==> config.mk <==
export PLATFORM = sky130hd
export DESIGN_NAME = smbus_host_ctrl
export DESIGN_NICKNAME = d
export VERILOG_FILES = /design/src/rtl/smbus_host_ctrl.sv
export SDC_FILE = /design/constraint.sdc
export NUM_CORES = 1
export LEC_CHECK = 0
export BUFFER_PORTS_ARGS = -buffer_cell sky130_fd_sc_hd__buf_2
export CORE_MARGIN = 4
export CORE_UTILIZATION = 55
export CTS_CLUSTER_DIAMETER = 30
export DETAILED_ROUTE_END_ITERATION = 7
export PLACE_DENSITY = 0.77
export SETUP_SLACK_MARGIN = 0.5
export SLEW_MARGIN = 20
export SYNTH_ARGS = -nofsm -noshare
export SYNTH_HDL_FRONTEND = slang
export SYNTH_SLANG_ARGS = --single-unit
==> constraint.sdc <==
create_clock -name clk -period 3.8 [get_ports clk]
set_input_delay 0.38 -clock clk [delete_from_list [all_inputs] [get_ports clk]]
set_output_delay 0.38 -clock clk [all_outputs]
set_load 0.02 [all_outputs]
==> src/rtl/smbus_host_ctrl.sv <==
module smbus_host_ctrl #(
  parameter int CLK_QTR = 4
) (
  input  logic       clk,
  input  logic       rst_n,
  input  logic [3:0] reg_addr,
  input  logic       reg_wr,
  input  logic [7:0] reg_wdata,
  output logic [7:0] reg_rdata,
  output logic       scl_oe,
  output logic       sda_oe,
  input  logic       sda_in
);
  localparam int QW = (CLK_QTR > 1) ? $clog2(CLK_QTR) : 1;
  localparam logic [3:0] A_STS = 4'h0, A_EN = 4'h1, A_CTL = 4'h2, A_HST = 4'h3,
                         A_ADR = 4'h4, A_CMD = 4'h5, A_DLO = 4'h8, A_DHI = 4'h9;
  localparam logic [3:0] O_S = 4'd0, O_SR = 4'd1, O_P = 4'd2, O_WA = 4'd3, O_WA0 = 4'd4,
                         O_WA1 = 4'd5, O_WC = 4'd6, O_WL = 4'd7, O_WH = 4'd8,
                         O_RL = 4'd9, O_RLN = 4'd10, O_RHN = 4'd11;

  logic          busy, fstop, nack;
  logic [2:0]    proto;
  logic [3:0]    step, bitn;
  logic [1:0]    ph;
  logic [QW-1:0] qcnt;
  logic [7:0]    rxs, en, adr, cmd, dlo, dhi, txb;
  logic [3:1]    sts, sts_set, sts_clr;
  logic [0:9][3:0] lst;
  logic [3:0]    op;
  logic          is_st, is_wr, is_rd, last, tick, txbit, col, fin, wr_hst, kill, go;

  assign wr_hst = reg_wr && reg_addr == A_HST;
  assign kill   = wr_hst && reg_wdata[5];
  assign go     = wr_hst && reg_wdata[4] && !reg_wdata[5] && !busy;
  assign tick   = qcnt == QW'(CLK_QTR - 1);

  always_comb begin
    case (proto)
      3'd0:    lst = {O_S, O_WA, O_P, {7{O_P}}};
      3'd1:    lst = adr[0] ? {O_S, O_WA, O_RLN, O_P, {6{O_P}}}
                            : {O_S, O_WA, O_WC, O_P, {6{O_P}}};
      3'd2:    lst = adr[0] ? {O_S, O_WA0, O_WC, O_SR, O_WA1, O_RLN, O_P, {3{O_P}}}
                            : {O_S, O_WA0, O_WC, O_WL, O_P, {5{O_P}}};
      3'd3:    lst = adr[0] ? {O_S, O_WA0, O_WC, O_SR, O_WA1, O_RL, O_RHN, O_P, {2{O_P}}}
                            : {O_S, O_WA0, O_WC, O_WL, O_WH, O_P, {4{O_P}}};
      default: lst = {O_S, O_WA0, O_WC, O_WL, O_WH, O_SR, O_WA1, O_RL, O_RHN, O_P};
    endcase
    op = fstop ? O_P : lst[step];
    case (op)
      O_WA:    txb = adr;
      O_WA0:   txb = {adr[7:1], 1'b0};
      O_WA1:   txb = {adr[7:1], 1'b1};
      O_WC:    txb = cmd;
      O_WL:    txb = dlo;
      O_WH:    txb = dhi;
      default: txb = 8'h00;
    endcase
  end

  assign is_st = op == O_S || op == O_SR;
  assign is_wr = op >= O_WA && op <= O_WH;
  assign is_rd = op >= O_RL;
  assign last  = op == O_RLN || op == O_RHN;
  assign txbit = txb[3'd7 - bitn[2:0]];

  always_comb begin
    scl_oe = 1'b0;
    sda_oe = 1'b0;
    if (busy) begin
      if (is_st) begin
        scl_oe = ph == 2'd3 || (op == O_SR && ph == 2'd0);
        sda_oe = ph[1];
      end else if (op == O_P) begin
        scl_oe = ph == 2'd0;
        sda_oe = ph != 2'd3;
      end else begin
        scl_oe = ph == 2'd0 || ph == 2'd3;
        if (is_wr) sda_oe = bitn < 4'd8 && !txbit;
        else       sda_oe = bitn == 4'd8 && !last;
      end
    end
  end

  assign col = busy && tick && ph == 2'd1 && !sda_in &&
               (is_st || (is_wr && bitn < 4'd8 && txbit));
  assign fin = busy && tick && ph == 2'd3 && op == O_P;
  assign sts_set = {fin && !nack, col, (fin && nack) || (go && reg_wdata[2:0] > 3'd4)};
  assign sts_clr = (reg_wr && reg_addr == A_STS) ? reg_wdata[3:1] : 3'b000;

  always_ff @(posedge clk) begin
    if (!rst_n) begin
      busy <= 1'b0; fstop <= 1'b0; nack <= 1'b0; proto <= '0; step <= '0; bitn <= '0;
      ph <= '0; qcnt <= '0; rxs <= '0; en <= '0; adr <= '0; cmd <= '0; dlo <= '0;
      dhi <= '0; sts <= '0;
    end else begin
      sts <= (sts & ~sts_clr) | sts_set;
      if (reg_wr) begin
        case (reg_addr)
          A_EN:  en  <= reg_wdata;
          A_ADR: adr <= reg_wdata;
          A_CMD: cmd <= reg_wdata;
          A_DLO: dlo <= reg_wdata;
          A_DHI: dhi <= reg_wdata;
          default: ;
        endcase
      end
      if (kill) begin
        busy <= 1'b0;
      end else if (go) begin
        busy  <= reg_wdata[2:0] <= 3'd4;
        proto <= reg_wdata[2:0];
        step <= '0; bitn <= '0; ph <= '0; qcnt <= '0; fstop <= 1'b0; nack <= 1'b0;
      end else if (busy) begin
        qcnt <= tick ? '0 : qcnt + 1'b1;
        if (tick) ph <= ph + 2'd1;
        if (col) begin
          busy <= 1'b0;
        end else if (tick && ph == 2'd1) begin
          if (is_wr && bitn == 4'd8) nack <= sda_in;
          if (is_rd && bitn < 4'd8)  rxs <= {rxs[6:0], sda_in};
        end else if (tick && ph == 2'd3) begin
          if (op == O_P) begin
            busy <= 1'b0;
          end else if (is_st) begin
            step <= step + 4'd1;
          end else if (bitn == 4'd8) begin
            bitn <= '0;
            if (is_wr && nack) fstop <= 1'b1;
            else               step  <= step + 4'd1;
            if (op == O_RL || op == O_RLN) dlo <= rxs;
            if (op == O_RHN)               dhi <= rxs;
          end else begin
            bitn <= bitn + 4'd1;
          end
        end
      end
    end
  end

  always_comb begin
    case (reg_addr)
      A_STS:   reg_rdata = {4'b0, sts, 1'b0};
      A_EN:    reg_rdata = en;
      A_CTL:   reg_rdata = {6'b0, busy && fstop, busy};
      A_HST:   reg_rdata = {5'b0, proto};
      A_ADR:   reg_rdata = adr;
      A_CMD:   reg_rdata = cmd;
      A_DLO:   reg_rdata = dlo;
      A_DHI:   reg_rdata = dhi;
      default: reg_rdata = 8'h00;
    endcase
  end
endmodule

==> results of run 1 <==
[path summary, 6_finish.rpt]
kind                                      startpoint                  end  cells after the start
worst max-delay path            step[2]$_SDFFE_PN0P_               sda_oe                      9
worst min-delay path                          sda_in    nack$_SDFFE_PN0P_                      3
worst max register to register  step[1]$_SDFFE_PN0P_    dlo[3]$_SDFF_PN0_                      9
worst min register to register   adr[6]$_SDFFE_PN0P_  adr[6]$_SDFFE_PN0P_                      2
[registers in the layout, indices dropped and copies added, names as in the netlist]
register  cells
rxs           8
en            8
fstop         1
dlo           8
dhi           8
bitn          4
step          4
ph            2
busy          1
qcnt          2
adr           8
sts           3
cmd           8
proto         3
nack          1
[cell usage in the layout, fill, tap and decap left out, drive strengths merged, types with 7 or more instances in the layout]
cell type,netlist,layout
a21boi,17,17
a21oi,22,22
buf,8,39
clkbuf,26,9
dfxtp,69,69
inv,12,14
mux2i,47,47
nand2,64,64
nand3,45,45
nor2,23,23
nor2b,36,36
nor3,7,7
o211a,17,17
o21ai,20,20
[timing repair]
item                       4_1_cts  5_1_grt
setup buffers                    9        1
resized for setup               20        8
setup endpoints to repair        2        9
pin swaps                        6        3
gates cloned                     0        0
[cell families after synthesis]
kind of cell,Yosys count
adder cells (fa/ha/maj),7
AO/OA/AOI/OAI,132
XOR/XNOR,4
multiplexers,54
AND/OR/NAND/NOR,210
flip-flops,69
buffers and inverters,46
[cell type report]
cell class              count  area (sq um)
inverters                  12         45.04
clock inverters             7         73.82
well taps                 102         127.6
fillers                   681          2826
multi-input cells         407          2937
flip-flops and latches     69          1401
clock buffers               9         123.9
repair buffers             39         232.7
[stage by stage]
step	util	cells	instance area, sq um	setup WS, ns	power, mW
after floorplan	-	522	4412	0.7787	0.8119
after global placement	0.5865	619	4556	0.4267	0.8420
after detailed placement	0.5865	619	4556	0.3514	0.8445
after CTS	0.6303	644	4896	0.5118	1.453
after global routing	0.6361	645	4941	0.3779	1.497
final	0.6361	645	4941	0.4441	1.451
[power breakdown]
group | leakage (nW) | switching, mW | internal (mW)
clock | 0.100 | 0.316 | 0.307
combinational | 1.31 | 0.0624 | 0.0333
sequential | 0.562 | 0.00663 | 0.726
[layer usage]
metal | GRT usage | vias to the layer above
li1 | - | 1956
met1 | 0.3192 | 2031
met2 | 0.4507 | 194
met3 | 0.05240 | 47
met4 | 0.1331 | 0
met5 | 0 | -
[worst max-delay path, stage by stage (launching register included)]
cell     delay, ns
dfxtp_2       0.38
or4_4         0.56
a21o_1        0.24
nor2_4        0.15
mux4_2        0.32
a221o_1       0.38
a31oi_2       0.19
o21ai_1       0.10
a21oi_2       0.15
buf_4         0.16
==> run_results.csv, run 1 <==
group,metric,value,unit
power,p_leak,1.970,nW
layout,drive_gt1_frac,0.1860,
outcome,status,"finished, final reports clean",
route,met3_wirelength,825,microns
sta,finalSetupViolations,0,
clocking,hold_buffers,0,
logic_synthesis,synthAdderAreaFrac,0.01957,
placed_design,port_buffers,25,
grt,grt_pass1_vias,4157,
floorplan,row_count,32,
worst_setup_path,cp.arrival,2.98,ns
logic_synthesis,seq_area_frac_synth,0.3131,
clocking,clock-sinks,69,
placed_design,place_congestion,0.9541,
sta,final.period_utilization,0.8831,
logic_synthesis,synth.area.mux_share,0.1373,
sta,hold_ws,0.3057,ns
clocking,clk_latency,0.36,ns
logic_synthesis,syn_inst,522,
route,wl_met2,6303,microns
sta,setup_tns,0,ns
route,num_vias,4228,
logic_synthesis,synthFlopType,"dfxtp_1",
power,vdd_drop_max,0.0002505,V
route,routed_wl,13050,microns
logic_synthesis,yosysTopAreaCell,"dfxtp_1",
floorplan,start_util,0.5680,
sta,slew_headroom,0.3348,
route,drc_errors,0,
route,drtIter0Drc,400,
logic_synthesis,synth_edf_count,0,
sta,finalMaxSlewViolations,0,
worst_setup_path,crit_path_end_kind,"primary output",
route,routed_via_density,6.555,
route,highest_layer,"met4",
logic_synthesis,synth_xor_area_frac,0.007941,
grt,track_usage,0.2660,
hold_path,hp-class,"input pin to register",
logic_synthesis,synth_cell_types,78,
floorplan,core,7767,sq um
worst_setup_path,reg2reg_slack,0.92,ns
logic_synthesis,synth_compound_area_frac,0.2297,
logic_synthesis,post-synth-top-count-cell,"dfxtp_1",
layout,diodes,0,
placed_design,dp_hpwl,9043,microns
logic_synthesis,ys_top_cells_by_count,"dfxtp_1 (69), nand2_1 (64), mux2i_1 (47)",
run,drv_cap,0,
layout,fin_nets,560,
grt,grt_max_degree,51,
sta,rsz0062_at_grt,"true",
logic_synthesis,synth_nets,544,
sta,period_needed,3.356,ns
power,cellPowerDensity,293.6,nW/um^2
logic_synthesis,ys_warn_count,0,
logic_synthesis,async_flop_share,0,
sta,fmax,298.0,MHz
logic_synthesis,synth_top_family_by_area,"simple AND/OR/NAND/NOR gates",
floorplan,io_pins,26,
logic_synthesis,synth_area_leaders,"dfxtp_1 (31%), mux2i_1 (11%), nand2_1 (5.4%), nand3_1 (5.1%), nor2b_1 (5.1%)",
worst_setup_path,worstPathMaxFanout,8,
logic_synthesis,synth_top_area_frac,0.3131,
route,postRouteAntennaNets,0,
logic_synthesis,syn-cell-area,4412,sq um
route,drt_pass1_iterations,7,
clocking,numCtsBuffers,9,
grt,grt_pass1_wl,20710,microns
layout,area_growth,12.00,%
grt,antenna_found_initial,0,
floorplan,die_h,97.56,microns
floorplan,fp.dieArea,9518,sq um
route,post_drt_wl_per_cell,20.24,microns
sta,hold_viol,0,
clocking,ctsHtreeMaxLevel,3,
route,met1_length,5309,microns
logic_synthesis,synth-simple-area-share,0.2507,
clocking,cts_max_path_buffers,2,
clocking,cts_tree,"built",
worst_setup_path,crit_required,3.42,ns
grt,globalRouteOverflowTotal,0,
logic_synthesis,ys_ff_latch,69,
floorplan,die_x,97.56,microns
worst_setup_path,start_kind,"register",
clocking,cts_root_buf,"clkbuf_8",
worst_setup_path,crit_type,"register to primary output",
logic_synthesis,syn_avg_cell_area,8.452,sq um
sta,skew,0.009462,ns
clocking,clkTransAtPathRegs,0.08,ns
sta,worstMarginPinSlew,0.9942,ns
Power figures use the tool's default switching activity.
==> inputs of run 2 (changes only) <==
- CELL_PAD_IN_SITES_DETAIL_PLACEMENT: not set -> 0
- CELL_PAD_IN_SITES_GLOBAL_PLACEMENT: not set -> 1
- CORE_UTILIZATION: 55 -> 47
- PLACE_DENSITY: 0.77 -> 0.85
==> run_results.csv, run 2 (synthesis gave the netlist of run 1 again) <==
group,metric,value,unit
clocking,clkTransAtPathRegs,0.08,ns
worst_setup_path,start_kind,"register",
worst_setup_path,crit_path_end_kind,"primary output",
power,p_total,1.386,mW
layout,drive_gt1_frac,0.2165,
clocking,cts_max_path_buffers,2,
run,drv_cap,0,
grt,grt_pass1_wl,20720,microns
hold_path,hp-class,"input pin to register",
sta,hold_viol,0,
floorplan,start_util,0.4797,
layout,mostFrequentLayoutCells,"nand2_1 (63), dfxtp_1 (62), mux2i_1 (47)",
grt,grt_pass1_vias,4068,
floorplan,core,9196,sq um
grt,grt_max_degree,66,
sta,skew,0.01205,ns
outcome,status,"finished, final reports clean",
layout,area_growth,16.05,%
grt,globalRouteOverflowTotal,0,
placed_design,port_buffers,25,
sta,worstMarginPinSlew,1.009,ns
clocking,clock-sinks,69,
clocking,ctsHtreeMaxLevel,3,
worst_setup_path,r2r-start,"proto[2]$_SDFFE_PN0P_",
grt,track_usage,0.2342,
route,drt_pass1_iterations,5,
route,drtIter0Drc,301,
route,num_vias,4170,
worst_setup_path,timing.rr.end,"dhi[6]$_SDFF_PN0_",
sta,setup_tns,0,ns
power,p_leak,2.058,nW
floorplan,die_x,104.9,microns
clocking,hold_buffers,0,
power,vdd_drop_max,0.0001658,V
worst_setup_path,cp.arrival,2.94,ns
hold_path,hold_path_depth,3,
sta,period_needed,3.323,ns
floorplan,die_h,104.9,microns
route,routed_via_density,6.224,
clocking,cts_tree,"built",
sta,rsz0062_at_grt,"true",
route,postRouteAntennaNets,0,
worst_setup_path,worst_r2r_path_depth,11,
placed_design,place_congestion,0.9605,
floorplan,io_pins,26,
layout,fin_nets,576,
sta,finalMaxSlewViolations,0,
grt,antenna_found_initial,0,
hold_path,min_from,"sda_in",
power,cellPowerDensity,270.8,nW/um^2
layout,utilization,0.5567,
clocking,numCtsBuffers,9,
sta,final.period_utilization,0.8745,
floorplan,fp.dieArea,11000,sq um
worst_setup_path,reg2reg_slack,0.73,ns
sta,worst_slack,0.4770,ns
placed_design,dp_hpwl,8963,microns
layout,diodes,0,
route,routed_wl,12930,microns
floorplan,row_count,35,
sta,fmax,300.9,MHz
clocking,clk_latency,0.35,ns
sta,slew_headroom,0.3246,
placed_design,dp_slack,0.4011,ns
route,post_drt_wl_per_cell,19.29,microns
clocking,cts_root_buf,"clkbuf_8",
hold_path,min_to,"nack$_SDFFE_PN0P_",
layout,final_common_cell,"nand2_1",
sta,finalSetupViolations,0,
route,drc_errors,0,
worst_setup_path,crit_type,"register to primary output",
worst_setup_path,worstPathMaxFanout,4,
worst_setup_path,crit_required,3.42,ns
-- run 2: cell count changes in the layout (fill, tap and decap cells not counted), moves of 2 or more --
| cell | change |
|---|---|
| buf_4 | +14 |
| dfxtp_2 | -3 |
| dfxtp_4 | +2 |
| inv_6 | -2 |
-- run 2: worst max-delay path: stages (launching register included) --
cell and delay [ns]:
dfxtp_4 0.38, inv_2 0.06, maj3_2 0.32, a2111o_1 0.52, a211o_1 0.38, o32a_1 0.31
nand3_1 0.10, a31oi_2 0.12, o21ai_2 0.17, a21oi_2 0.07, buf_4 0.16
-- run 2: final cells by class --
type | count | area [sq um]
inverter | 12 | 45.04
fill | 854 | 4076
sequential | 69 | 1405
timing repair buffer | 55 | 372.9
clock inverter | 6 | 38.79
multi-input combinational | 407 | 2982
clock buffer | 10 | 137.6
tap | 111 | 138.9
-- run 2: worst max-delay path by stage --
stage	depth (start not counted)	to	from
after floorplan	8	sda_oe	step[2]$_SDFFE_PN0P_
after global placement	9	sda_oe	step[1]$_SDFFE_PN0P_
after CTS	12	sda_oe	proto[2]$_SDFFE_PN0P_
after global routing	13	sda_oe	proto[2]$_SDFFE_PN0P_
final	10	sda_oe	step[0]$_SDFFE_PN0P_
after detailed placement	9	sda_oe	step[1]$_SDFFE_PN0P_
-- run 2: stage by stage --
stage / cells / hold slack (ns) / cell area (sq um)
2_1_floorplan: 522 / 0.4536 / 4412
3_3_place_gp: 632 / 0.4711 / 4597
3_5_place_dp: 632 / 0.4794 / 4597
4_1_cts: 656 / 0.2936 / 4943
5_1_grt: 670 / 0.3014 / 5120
6_report: 670 / 0.3068 / 5120
-- run 2: power breakdown --
group	internal, mW	leakage (nW)	switching (mW)
registers	0.724	0.562	0.00617
clock network	0.252	0.0880	0.307
logic	0.0348	1.41	0.0621
total	1.01	2.06	0.375
-- run 2: per-layer routing --
| metal | global-route usage | part of all wire | vias up | routed length, microns |
|---|---|---|---|---|
| met4 | 0.1275 | 0.043 | 0 | 557 |
| met3 | 0.04324 | 0.050 | 39 | 648 |
| met5 | 0 | 0 | - | 0 |
| li1 | - | - | 1983 | - |
| met2 | 0.3776 | 0.47 | 152 | 6046 |
| met1 | 0.2951 | 0.44 | 1996 | 5672 |
-- run 2: repair_timing --
item / 4_1_cts / 5_1_grt
endpoints found under the setup margin: 1 / 10
buffers inserted: 8 / 14
pin swaps: 6 / 13
resized for setup: 26 / 14
